==> src/rtl/cmpout_pkg.sv <==
`timescale 1ns/1ps
package cmpout_pkg;

    localparam int OC_NCH = 4;
    localparam int OC_DW  = 8;
    localparam int OC_AW  = 4;
    localparam int OC_CW  = 2 * OC_DW;

    // register addresses above the compare byte pairs
    localparam logic [3:0] ADDR_CTRL = 4'd8;
    localparam logic [3:0] ADDR_LVL  = 4'd9;
    localparam logic [3:0] ADDR_ACT  = 4'd10;

    typedef enum logic [1:0] {
        ACT_FORCE  = 2'd0,
        ACT_SET    = 2'd1,
        ACT_CLEAR  = 2'd2,
        ACT_TOGGLE = 2'd3
    } oc_act_e;

    // next pin level for one channel given its action and a qualified match
    function automatic logic next_level(oc_act_e act, logic cur, logic lvl, logic fire);
        logic nxt;
        nxt = cur;
        unique case (act)
            ACT_FORCE:  nxt = lvl;
            ACT_SET:    nxt = fire ? 1'b1 : cur;
            ACT_CLEAR:  nxt = fire ? 1'b0 : cur;
            ACT_TOGGLE: nxt = fire ? ~cur : cur;
        endcase
        return nxt;
    endfunction

endpackage

==> src/rtl/cmpout_regs.sv <==
`timescale 1ns/1ps
module cmpout_regs
    import cmpout_pkg::*;
#(
    parameter int NCH = OC_NCH,
    parameter int DW  = OC_DW,
    parameter int AW  = OC_AW,
    localparam int CW = 2 * DW
) (
    input  logic                      clk,
    input  logic                      rst,
    input  logic                      we_i,
    input  logic [AW-1:0]             addr_i,
    input  logic [DW-1:0]             data_i,
    output logic [NCH-1:0][CW-1:0]    cmp_o,
    output oc_act_e [NCH-1:0]         act_o,
    output logic [NCH-1:0]            lvl_o,
    output logic                      en_o
);

    logic [NCH-1:0][DW-1:0] stage_q;
    logic [NCH-1:0][CW-1:0] cmp_q;
    logic [2*NCH-1:0]       act_q;
    logic [NCH-1:0]         lvl_q;
    logic                   en_q;

    for (genvar g = 0; g < NCH; g++) begin : g_cmp
        localparam logic [AW-1:0] LO_ADDR = AW'(2 * g);
        localparam logic [AW-1:0] HI_ADDR = AW'(2 * g + 1);

        always_ff @(posedge clk) begin
            if (rst) begin
                stage_q[g] <= '0;
                cmp_q[g]   <= '0;
            end else if (we_i && addr_i == LO_ADDR) begin
                stage_q[g] <= data_i;
            end else if (we_i && addr_i == HI_ADDR) begin
                cmp_q[g]   <= {data_i, stage_q[g]};
            end
        end

        assign act_o[g] = oc_act_e'(act_q[2*g +: 2]);


        lo_write_holds_chk: assert property (@(posedge clk) disable iff (rst)
            (we_i && addr_i == LO_ADDR) |=> $stable(cmp_q[g]));


        hi_write_commits_chk: assert property (@(posedge clk) disable iff (rst)
            (we_i && addr_i == HI_ADDR) |=> cmp_q[g] == {$past(data_i), $past(stage_q[g])});
    end

    always_ff @(posedge clk) begin
        if (rst) begin
            act_q <= '0;
            lvl_q <= '0;
            en_q  <= 1'b0;
        end else if (we_i) begin
            if (addr_i == AW'(ADDR_CTRL)) en_q  <= data_i[0];
            if (addr_i == AW'(ADDR_LVL))  lvl_q <= data_i[NCH-1:0];
            if (addr_i == AW'(ADDR_ACT))  act_q <= data_i[2*NCH-1:0];
        end
    end

    assign cmp_o = cmp_q;
    assign lvl_o = lvl_q;
    assign en_o  = en_q;

endmodule

==> src/rtl/cmpout_match.sv <==
`timescale 1ns/1ps
module cmpout_match
    import cmpout_pkg::*;
#(
    parameter int NCH = OC_NCH,
    parameter int CW  = OC_CW
) (
    input  logic                   clk,
    input  logic                   rst,
    input  logic [CW-1:0]          tmr_i,
    input  logic [NCH-1:0][CW-1:0] cmp_i,
    output logic [NCH-1:0]         hit_o
);

    logic [NCH-1:0] eq;
    logic [NCH-1:0] eq_q;

    for (genvar g = 0; g < NCH; g++) begin : g_det
        assign eq[g]    = (tmr_i == cmp_i[g]);
        assign hit_o[g] = eq[g] & ~eq_q[g];

        always_ff @(posedge clk) begin
            if (rst) eq_q[g] <= 1'b0;
            else     eq_q[g] <= eq[g];
        end


        single_hit_chk: assert property (@(posedge clk) disable iff (rst)
            hit_o[g] |=> !hit_o[g]);
    end

endmodule

==> src/rtl/cmpout_action.sv <==
`timescale 1ns/1ps
module cmpout_action
    import cmpout_pkg::*;
#(
    parameter int NCH = OC_NCH
) (
    input  logic                 clk,
    input  logic                 rst,
    input  logic [NCH-1:0]       hit_i,
    input  logic                 en_i,
    input  oc_act_e [NCH-1:0]    act_i,
    input  logic [NCH-1:0]       lvl_i,
    output logic [NCH-1:0]       pin_o
);

    logic [NCH-1:0] pin_q;

    for (genvar g = 0; g < NCH; g++) begin : g_ch
        always_ff @(posedge clk) begin
            if (rst) pin_q[g] <= 1'b0;
            else     pin_q[g] <= next_level(act_i[g], pin_q[g], lvl_i[g], hit_i[g] & en_i);
        end


        set_on_hit_chk: assert property (@(posedge clk) disable iff (rst)
            (hit_i[g] && en_i && act_i[g] == ACT_SET) |=> pin_q[g]);


        clear_on_hit_chk: assert property (@(posedge clk) disable iff (rst)
            (hit_i[g] && en_i && act_i[g] == ACT_CLEAR) |=> !pin_q[g]);


        toggle_on_hit_chk: assert property (@(posedge clk) disable iff (rst)
            (hit_i[g] && en_i && act_i[g] == ACT_TOGGLE) |=> pin_q[g] != $past(pin_q[g]));


        disabled_hold_chk: assert property (@(posedge clk) disable iff (rst)
            (!en_i && act_i[g] != ACT_FORCE) |=> $stable(pin_q[g]));


        forced_level_chk: assert property (@(posedge clk) disable iff (rst)
            (act_i[g] == ACT_FORCE) |=> pin_q[g] == $past(lvl_i[g]));


        hold_without_hit_chk: assert property (@(posedge clk) disable iff (rst)
            (act_i[g] != ACT_FORCE && !hit_i[g]) |=> $stable(pin_q[g]));
    end

    assign pin_o = pin_q;

endmodule

==> src/rtl/cmpout_unit.sv <==
`timescale 1ns/1ps
module cmpout_unit
    import cmpout_pkg::*;
#(
    parameter int NCH = OC_NCH,
    parameter int DW  = OC_DW,
    parameter int AW  = OC_AW,
    localparam int CW = 2 * DW
) (
    input  logic           clk,
    input  logic           rst,
    input  logic [CW-1:0]  tmr_cnt_i,
    input  logic           wr_en_i,
    input  logic [AW-1:0]  wr_addr_i,
    input  logic [DW-1:0]  wr_data_i,
    output logic [NCH-1:0] oc_pin_o
);

    logic [NCH-1:0][CW-1:0] cmp;
    oc_act_e [NCH-1:0]      act;
    logic [NCH-1:0]         lvl;
    logic                   en;
    logic [NCH-1:0]         hit;

    cmpout_regs #(.NCH(NCH), .DW(DW), .AW(AW)) regs_i (
        .clk    (clk),
        .rst    (rst),
        .we_i   (wr_en_i),
        .addr_i (wr_addr_i),
        .data_i (wr_data_i),
        .cmp_o  (cmp),
        .act_o  (act),
        .lvl_o  (lvl),
        .en_o   (en)
    );

    cmpout_match #(.NCH(NCH), .CW(CW)) match_i (
        .clk   (clk),
        .rst   (rst),
        .tmr_i (tmr_cnt_i),
        .cmp_i (cmp),
        .hit_o (hit)
    );

    cmpout_action #(.NCH(NCH)) action_i (
        .clk   (clk),
        .rst   (rst),
        .hit_i (hit),
        .en_i  (en),
        .act_i (act),
        .lvl_i (lvl),
        .pin_o (oc_pin_o)
    );


    reset_clears_pins_chk: assert property (@(posedge clk)
        rst |=> oc_pin_o == '0);

endmodule

==> config.mk <==
export PLATFORM = sky130hd
export DESIGN_NAME = cmpout_unit
export DESIGN_NICKNAME = d
export VERILOG_FILES = /design/src/rtl/cmpout_pkg.sv /design/src/rtl/cmpout_regs.sv /design/src/rtl/cmpout_match.sv /design/src/rtl/cmpout_action.sv /design/src/rtl/cmpout_unit.sv
export SDC_FILE = /design/constraint.sdc
export NUM_CORES = 1
export LEC_CHECK = 0
export ABC_CLOCK_PERIOD_IN_PS = 3360
export BUFFER_PORTS_ARGS = -buffer_cell sky130_fd_sc_hd__buf_2
export CORE_MARGIN = 10
export CORE_UTILIZATION = 40
export DETAILED_ROUTE_END_ITERATION = 8
export RECOVER_POWER = 50
export REMOVE_ABC_BUFFERS = 1
export SETUP_SLACK_MARGIN = 0.1
export SLEW_MARGIN = 0
export SYNTH_ARGS = -nofsm -noshare
export SYNTH_HDL_FRONTEND = slang
export SYNTH_SLANG_ARGS = --single-unit
export TNS_END_PERCENT = 50
==> constraint.sdc <==
create_clock -name clk -period 3.36 [get_ports clk]
set_clock_uncertainty 0.1 [all_clocks]
set_input_delay 0.504 -clock clk [delete_from_list [all_inputs] [get_ports clk]]
set_output_delay 0.504 -clock clk [all_outputs]
set_load 0.03 [all_outputs]
======== After elaboration in Yosys (flattened, before gate mapping) ========
Index checks and enable logic that the tools add are counted.
storage, ports and cells
  bits in registers ....................... 117
  bits in latches ......................... 0
  RAM bits ................................ 0
  ROM bits ................................ 0
  bits of input ports ..................... 31
  output and inout port bits .............. 4
  memories ................................ 0
cells by class
  add/sub/neg operators ................... 0
  $mul .................................... 0
  divide/modulo/power cells ............... 0
  order comparisons ....................... 0
  equal/unequal tests ..................... 38
  shift-type cells ........................ 0
  mux-type cells .......................... 16
  bitwise logic cells ..................... 20
  reduce and logical (&&, ||, !) cells .... 24
operator list
  cell                                                                    number
  16-bit equality test                                                    4
  2-bit by 1-bit != test with 1-bit output (second input constant)        12
  2-bit equality test (second input constant)                             8
  4-bit by 3-bit equality test with 1-bit output (second input constant)  4
  1-bit one-hot mux with 4 select lines                                   4
  2-bit AND reduction                                                     7
  4-bit equality test (second input constant)                             3
  1-bit two-way mux                                                       12
  1-bit inverter                                                          12
  3-bit AND reduction                                                     4
  1-bit bitwise AND                                                       8
  2-bit by 1-bit equality test with 1-bit output (second input constant)  4
  4-bit by 2-bit equality test with 1-bit output (second input constant)  2
  1-bit logical AND                                                       8
  2-bit logical NOT                                                       4
  4-bit by 1-bit equality test with 1-bit output (second input constant)  1
  4-bit logical NOT                                                       1

======== Depth between registers and ports, before layout ========
Gate-level depths: netlist (run 1).
  depth in word-level cells ............... 5
  gate-level depth with buffers ........... 7
  mapped depth without buffers ............ 5

======== Cells and area by module ========
A second synthesis (run 1) with hierarchy kept.
second synthesis, totals
  cell total of the unflattened synthesis .. 583
  area total of the unflattened synthesis .. 5,312.6 um^2
by module, submodules not included
  module         instances  cells each  area an instance (um^2)  sequential area each (um^2)
  cmpout_regs    1          459         4,290.4                  2,182.1
  cmpout_match   1          96          795.8                    80.1
  cmpout_action  1          28          226.5                    80.1

======== Worst setup path after synthesis (run 1) ========
OpenSTA, ideal clock, no wires.
  path type ............................... input -> register
  from .................................... input wr_addr_i[1]
  to ...................................... register regs_i.cmp_q (netlist bit regs_i.cmp_o[38])
  setup time .............................. 0.132 ns
  data arrival time ....................... 1.569 ns
  data required time ...................... 3.128 ns
  slack ................................... 1.559 ns
  stages on the path ...................... 7
  buffers on the path ..................... 3
  cell sequence ........................... clkbuf_1 nand2b_1 or2_2 buf_2 buf_4 nand2_1 a21oi_1
on the way
  cells in the longest elaborated chain, start to end .. 4
  elaborated cells between the ends (all ways) .. 6
  those cells by class .................... eq/ne: 2; bitwise: 1; reduce/logical: 3
ends and longest elaborated chain
  item                                            line               text
  start: declaration                              cmpout_unit.sv:14  input logic [AW-1:0] wr_addr_i,
  4-bit by 3-bit equality test with 1-bit output  cmpout_regs.sv:35  end else if (we_i && addr_i == LO_ADDR) begin
  1-bit logical AND                               cmpout_regs.sv:35
  1-bit inverter (no line)                        -
  2-bit AND reduction (no line) (*)               -
  end signal: indexed assignment                  cmpout_regs.sv:38  cmp_q[g] <= {data_i, stage_q[g]};
  end: declaration                                cmpout_regs.sv:22  logic [NCH-1:0][CW-1:0] cmp_q;
Mark *: on every way between the ends. The rest lies on a longest branch, timed or not.
A chain may end at the register's enable or synchronous reset.

==> impl_metrics.ini, run 1 <==
[placement]
numPortBuffers = 34
place.detailed.hpwl_um = 9140
finalWeightedCongestion = 0.883

[setup_path]
worst_r2r_path_depth = 5
critPathArrivalTime_ps = 2630
crit_type = input pin to flip-flop
cp_data_required_time_ps = 3530
worst-path-max-fanout = 55
sort_of_element_at_the_start_of_the_critical_path = input pin
cp-end-kind = flip-flop

[clock_tree]
clock_tree.htree_level_count = 4
worst_setup_hold_path_clk_slew_ps = 60
cts_max_path_buffers = 2
clock_insertion_delay_worst_skew_ps = 410
cts_num_sinks = 117
tritoncts = yes
cts-hold-fix-buffers = 0
cts_root_buf = clkbuf_16
postCtsSetupBuffers = 0
cts_inserted_buffers = 17
post_cts_resized = 0

[yosys]
synth-compound-area-share_pct = 7.85
synth.top_cells.by_count = 139 x nand2_1, 117 x dfxtp_1, 64 x a21oi_1
ys_dominant_reg_cell = dfxtp_1
synth_top_cell_by_area = dfxtp_1
dominant_combinational_cell_family_by_area_after_synthesis = simple AND/OR/NAND/NOR gates
synthSimpleGateAreaFrac_pct = 20.7
share_of_flip_flops_with_an_asynchronous_set_or_reset_pct = 0
synth_fa_ha_area_share_pct = 0
synth_largest_type_area_fraction_pct = 47.1
cell_with_the_most_instances_after_synthesis = nand2_1
seq_area_frac_synth_pct = 47.1
synth-edff-count = 0
synth.cell_area_um2 = 4970
ys_types = 31
synthMuxAreaShare_pct = 9.86
postSynthCellCount = 581
synthesis.area_per_instance_um2 = 8.56
synth_area_leaders = dfxtp_1 47%, xor2_1 11%, nand2_1 10%, mux2i_1 9.9%, a21oi_1 6.4%
ys_ff_latch = 117
synthesis.yosys.warnings = 0
post_synth_xor_area_fraction_pct = 11.3

[grt]
grt_use_met2_pct = 25.7
track_usage_pct = 15.3
globalRouteMet1Util_pct = 19.0
gr-total-overflow = 0
maximum_number_of_pins_on_one_net_before_global_route_repair = 56
grt_first_pass_wirelength_um = 21100
top_usage_layer = met2
antenna_found_initial = 0
grt_pass1_vias = 3898
use_met3_pct = 3.20

[floorplan]
die_width_um = 131
rows = 40
io-pin-count = 35
initial_utilization_pct = 41.1
fp.coreArea_um2 = 12100
die_height_um = 131
die_area_um2 = 17300

[flow_run]
drv.max_cap_violation_count = 0

[min_path]
hold_path.class = flip-flop to flip-flop
worstHoldPathCells = 2

[timing]
finalWorstPathRequiredPeriod_ps = 2460
slew_headroom_pct = 23.0
fin_hold_ws_ps = 354
finalSetupViolations = 0
clock.fmax_ghz = 0.406
tightestPinTransition_ps = 1150
setup-tns-final_ps = 0
rsz_0062_raised_after_global_routing = false
timing_max_transition_violations_final = 0
period_share_pct = 73.2
hold_violations = 0

[routing]
initialDrtViolationCount = 257
drt-pass1-iter-count = 4
antenna_violating_nets_post_route = 0
wirelength_um = 13100
wire_per_inst_um = 16.8
remaining_routing_drc_violations = 0
via_density = 5.04
dr_total_vias = 3940

[run_status]
run_status = finished, final reports clean

[finish]
n_antenna_cell = 0
share_of_final_layout_standard_cells_stronger_than_drive_strength_1_pct = 10.3
utilization_pct = 47.8
fill_cells = 1180
nets = 632
area.growth.synth_to_final_pct = 16.5

[power]
worst_ir_drop_vdd_v = 0.000314
power.density_cell_area_nw_per_um2 = 582
cellLeakagePower_nw = 2.32
final_power_mw = 3.37
==> final timing paths <==
kind                       from           endpoint  slack (ps)
max                         rst  action_i.pin_o[3]         900
min          regs_i.stage_q[14]   regs_i.cmp_o[22]         350
max reg2reg    regs_i.cmp_o[35]  action_i.pin_o[2]        1410
min reg2reg  regs_i.stage_q[14]   regs_i.cmp_o[22]         350
==> flip-flops by register name, summed over array words and instances, names as in the netlist <==
signal and flops:
regs_i.act_o 8, regs_i.en_o 1, regs_i.cmp_o 64, match_i.eq_q 4, regs_i.stage_q 32, action_i.pin_o 4
regs_i.lvl_o 4
==> area by class of cell <==
type | instances | area, um2 | area share [%]
multi-input cells | 426 | 2460 | 42.4
inverters | 2 | 7.51 | 0.130
well taps | 168 | 210 | 3.63
flip-flops and latches | 117 | 2340 | 40.4
clock inverters | 15 | 170 | 2.94
repair buffers | 37 | 179 | 3.09
clock buffers | 17 | 425 | 7.35
==> metrics by stage <==
stage               cells  setup slack [ps]  area (um2)
detailed placement    750              1080        5220
CTS                   782              1370        5820
floorplan             545              1560        4820
finish                782               899        5790
global placement      750              1090        5220
global route          782               695        5790
==> where the power goes <==
part | internal, mW | switching (mW)
sequential | 1.40 | 0.00798
combinational | 0.0502 | 0.114
clock | 1.11 | 0.691
total | 2.56 | 0.813
==> placed cells by master, fill, tap and decap left out, types with 2 or more instances in the layout <==
| cell type | netlist | routed |
|---|---|---|
| nand2_1 | 139 | 139 |
| dfxtp_1 | 117 | 117 |
| a21oi_1 | 64 | 64 |
| nor2_1 | 57 | 60 |
| xor2_1 | 60 | 60 |
| mux2i_1 | 49 | 49 |
| buf_2 | 9 | 27 |
| clkbuf_16 | 0 | 17 |
| nor4_1 | 14 | 14 |
| clkbuf_1 | 19 | 7 |
| nand3b_1 | 6 | 6 |
| clkinv_4 | 0 | 5 |
| xnor2_1 | 4 | 4 |
| inv_6 | 0 | 4 |
| nand2b_1 | 3 | 3 |
| nand4_1 | 3 | 3 |
| or3_1 | 3 | 3 |
| o41ai_1 | 3 | 3 |
| o311ai_1 | 3 | 3 |
| or2_1 | 3 | 2 |
| inv_1 | 2 | 2 |
| and3_1 | 2 | 2 |
| nand3_1 | 2 | 2 |
| nor3_1 | 2 | 2 |
| bufinv_16 | 0 | 2 |
| clkinvlp_4 | 0 | 2 |
| clkbuf_2 | 3 | 2 |
==> routing by layer <==
metal / wire length (um) / vias up / share of wire, %
met3: 618 / 9 / 4.7
met2: 6370 / 73 / 48
met4: 135 / 0 / 1.0
li1: - / 1965 / -
met5: 0 / - / 0
met1: 6020 / 1893 / 46
==> worst max-delay path, cell delays in order <==
cell	delay, ps
clkbuf_2	820
clkbuf_1	880
nor2_1	110
o41ai_1	110
o311ai_1	160
==> logic make-up after synthesis <==
kind of cell    after synthesis
compound gates               72
xor+xnor                     64
buf+inv                      38
flops                       117
mux                          49
simple gates                241
(Power assumes the default switching activity.)
==> run 2, diff against run 1 <==
--- a/config.mk
+++ b/config.mk
@@ -5,7 +5,8 @@
 export SDC_FILE = /design/constraint.sdc
 export NUM_CORES = 1
 export LEC_CHECK = 0
-export ABC_CLOCK_PERIOD_IN_PS = 3360
+export ABC_AREA = 1
+export ABC_CLOCK_PERIOD_IN_PS = 2200
 export BUFFER_PORTS_ARGS = -buffer_cell sky130_fd_sc_hd__buf_2
 export CORE_MARGIN = 10
 export CORE_UTILIZATION = 40
==> constraint.sdc (replaced) <==
create_clock -name clk -period 2.2 [get_ports clk]
set_clock_uncertainty 0.1 [all_clocks]
set_input_delay 0.33 -clock clk [delete_from_list [all_inputs] [get_ports clk]]
set_output_delay 0.33 -clock clk [all_outputs]
set_load 0.03 [all_outputs]
==> run 2 against run 1 <==
  * Synthesized cell count is 40% higher
  * Combinational power increased by 130%
  * Synthesized area up 7.9%
  * Count of clock-buffer cells in the layout increased by 6
  * Wire length increased by 3.9%
  * Worst setup slack worse by 370 ps
==> impl_metrics.ini, run 2 <==
[timing]
clock.fmax_ghz = 0.599
finalSetupViolations = 0
rsz_0062_raised_after_global_routing = false
tightestPinTransition_ps = 871
hold_violations = 0
timing_max_transition_violations_final = 0
period_share_pct = 75.9
finalWorstPathRequiredPeriod_ps = 1670
slew_headroom_pct = 41.8
setup-tns-final_ps = 0

[flow_run]
drv.max_cap_violation_count = 0

[floorplan]
die_height_um = 136
rows = 42
io-pin-count = 35
die_width_um = 136
fp.coreArea_um2 = 13200
initial_utilization_pct = 40.7
die_area_um2 = 18400

[yosys]
synthSimpleGateAreaFrac_pct = 25.9
synth-edff-count = 0
synthesis.yosys.warnings = 0
synthesis.area_per_instance_um2 = 6.58
synth_fa_ha_area_share_pct = 0
synth-compound-area-share_pct = 19.0
postSynthCellCount = 815
synthMuxAreaShare_pct = 0
cell_with_the_most_instances_after_synthesis = nand2_1
synth_largest_type_area_fraction_pct = 43.6
ys_ff_latch = 117
share_of_flip_flops_with_an_asynchronous_set_or_reset_pct = 0
dominant_combinational_cell_family_by_area_after_synthesis = simple AND/OR/NAND/NOR gates
synth_top_cell_by_area = dfxtp_1
post_synth_xor_area_fraction_pct = 0.653
seq_area_frac_synth_pct = 43.6
ys_dominant_reg_cell = dfxtp_1
ys_types = 22
synth.top_cells.by_count = 210 x nand2_1, 118 x nor2_1, 117 x dfxtp_1
synth.cell_area_um2 = 5370
synth_area_leaders = dfxtp_1 44%, nand2_1 15%, o21ai_0 10%, nor2_1 8.3%, inv_1 7.5%

[min_path]
hold_path.class = input pin to flip-flop

[placement]
place.detailed.hpwl_um = 9160
post_dp_cell_area_um2 = 5650
finalWeightedCongestion = 0.785
numPortBuffers = 34

[clock_tree]
clock_tree.htree_level_count = 4
postCtsSetupBuffers = 0
post_cts_resized = 0
worst_setup_hold_path_clk_slew_ps = 50
cts_inserted_buffers = 17
cts_max_path_buffers = 2
cts_num_sinks = 117
cts-hold-fix-buffers = 0
clock_insertion_delay_worst_skew_ps = 410
cts_root_buf = clkbuf_16
tritoncts = yes

[routing]
remaining_routing_drc_violations = 0
via_density = 4.67
antenna_violating_nets_post_route = 0
initialDrtViolationCount = 321
dr_total_vias = 4783
wirelength_um = 13600
wire_per_inst_um = 13.3
drt-pass1-iter-count = 5

[finish]
share_of_final_layout_standard_cells_stronger_than_drive_strength_1_pct = 8.72
nets = 871
fill_cells = 1361
postLayoutCellArea_um2 = 6150
commonest_cells_after_routing_fill_and_taps_aside = 210 x nand2_1, 122 x nor2_1, 117 x dfxtp_1, 110 x o21ai_0, 109 x inv_1
largest_register_ff_count = 64
layout_commonest_cell = nand2_1
area.growth.synth_to_final_pct = 14.5
n_antenna_cell = 0

[grt]
grt_first_pass_wirelength_um = 22400
grt_pass1_vias = 4458
gr-total-overflow = 0
antenna_found_initial = 0
maximum_number_of_pins_on_one_net_before_global_route_repair = 113
track_usage_pct = 15.7

[power]
cellInternalPower_mw = 3.96
p_switching_mw = 1.19
worst_ir_drop_vdd_v = 0.000590
cellLeakagePower_nw = 2.69
switching_share_pct = 23.1
power.density_cell_area_nw_per_um2 = 837
share_seq_of_total_power_pct = 42.6
clkPwrFrac_pct = 50.0
share_of_power_burned_in_combinational_logic_pct = 7.3

[setup_path]
crit_chain = clkbuf_1, inv_1, nand3_1, nor2_1, inv_1, o21ai_0, a21oi_1
crit_type = input pin to flip-flop
crit_path_top_delay_cell = inv_1
sort_of_element_at_the_start_of_the_critical_path = input pin
cp-end-kind = flip-flop
cp_data_required_time_ps = 2440
worst-path-max-fanout = 31
critPathArrivalTime_ps = 1910
worst_path_largest_cell_delay_ps = 650
crit_top_cell = inv_1

[run_status]
run_status = finished, final reports clean
==> run 2: changes by cell type in the layout (fill, tap and decap cells not counted), moves of 6 or more <==
cell | previous run | this run
nand3b_1 | 6 | 0
nand3_1 | 2 | 11
nor2_1 | 60 | 122
nand2_1 | 139 | 210
o21ai_0 | 0 | 110
a21oi_1 | 64 | 79
xor2_1 | 60 | 4
inv_1 | 2 | 109
mux2i_1 | 49 | 0
nor4_1 | 14 | 0
==> run 2: layout make-up <==
type | instances | area (um2) | share of cell area [%]
multi-input combinational | 552 | 2400 | 39.1
clock inverter | 5 | 50.0 | 0.814
tap | 176 | 220 | 3.58
sequential | 117 | 2340 | 38.1
timing repair buffer | 39 | 210 | 3.42
clock buffer | 23 | 498 | 8.10
inverter | 113 | 424 | 6.90
==> run 2: cell families (layout without fill, tap and decap cells) <==
kind of cell	Yosys count	in the layout
AOI/OAI and AO/OA	199	199
xor gates and xnor gates	4	4
and+or+nand+nor	349	349
buffers and inverters	146	180
DFF	117	117
==> run 2: path summary, 6_finish.rpt <==
path | slack [ps] | from | end | cells after the start
setup reg to reg | 750 | regs_i.cmp_o[3] | action_i.pin_o[0] | 9
setup / recovery | 530 | wr_addr_i[3] | regs_i.cmp_o[36] | 7
hold / removal | 80 | rst | match_i.eq_q[1] | 2
hold reg to reg | 350 | regs_i.stage_q[7] | regs_i.cmp_o[7] | 2
==> run 2: worst max-delay path: cells and delay by family <==
family	cells	cell delay, ps
buffers and inverters	3	890
and+or+nand+nor	2	350
AOI/OAI and AO/OA	2	330
==> run 2: stage by stage <==
step,power (mW),setup slack [ps],utilization (%),hold slack (ps),std cells
after CTS,5.20,738,47.0,80.8,1025
final,5.14,529,46.6,84.6,1025
after floorplan,2.47,136,-,299,782
after detailed placement,2.62,445,42.8,346,997
after global placement,2.62,496,42.8,343,997
after global routing,5.35,302,46.6,88.5,1025
==> run 2: routing by layer <==
metal  track usage, %  wire length [um]  share of wire (%)
met2             23.5              5960                 44
met4             5.80               166                1.2
met1             20.9              6880                 50
met3             4.32               642                4.7
met5                0                 0                  0
==> run 2: power by group through the flow <==
stage / Combinational [mW] / Clock [mW] / Sequential (mW)
floorplan: 0.233 / 0 / 2.24
global placement: 0.385 / 0 / 2.24
detailed placement: 0.387 / 0 / 2.24
CTS: 0.389 / 2.62 / 2.19
global route: 0.438 / 2.71 / 2.20
finish: 0.378 / 2.57 / 2.19
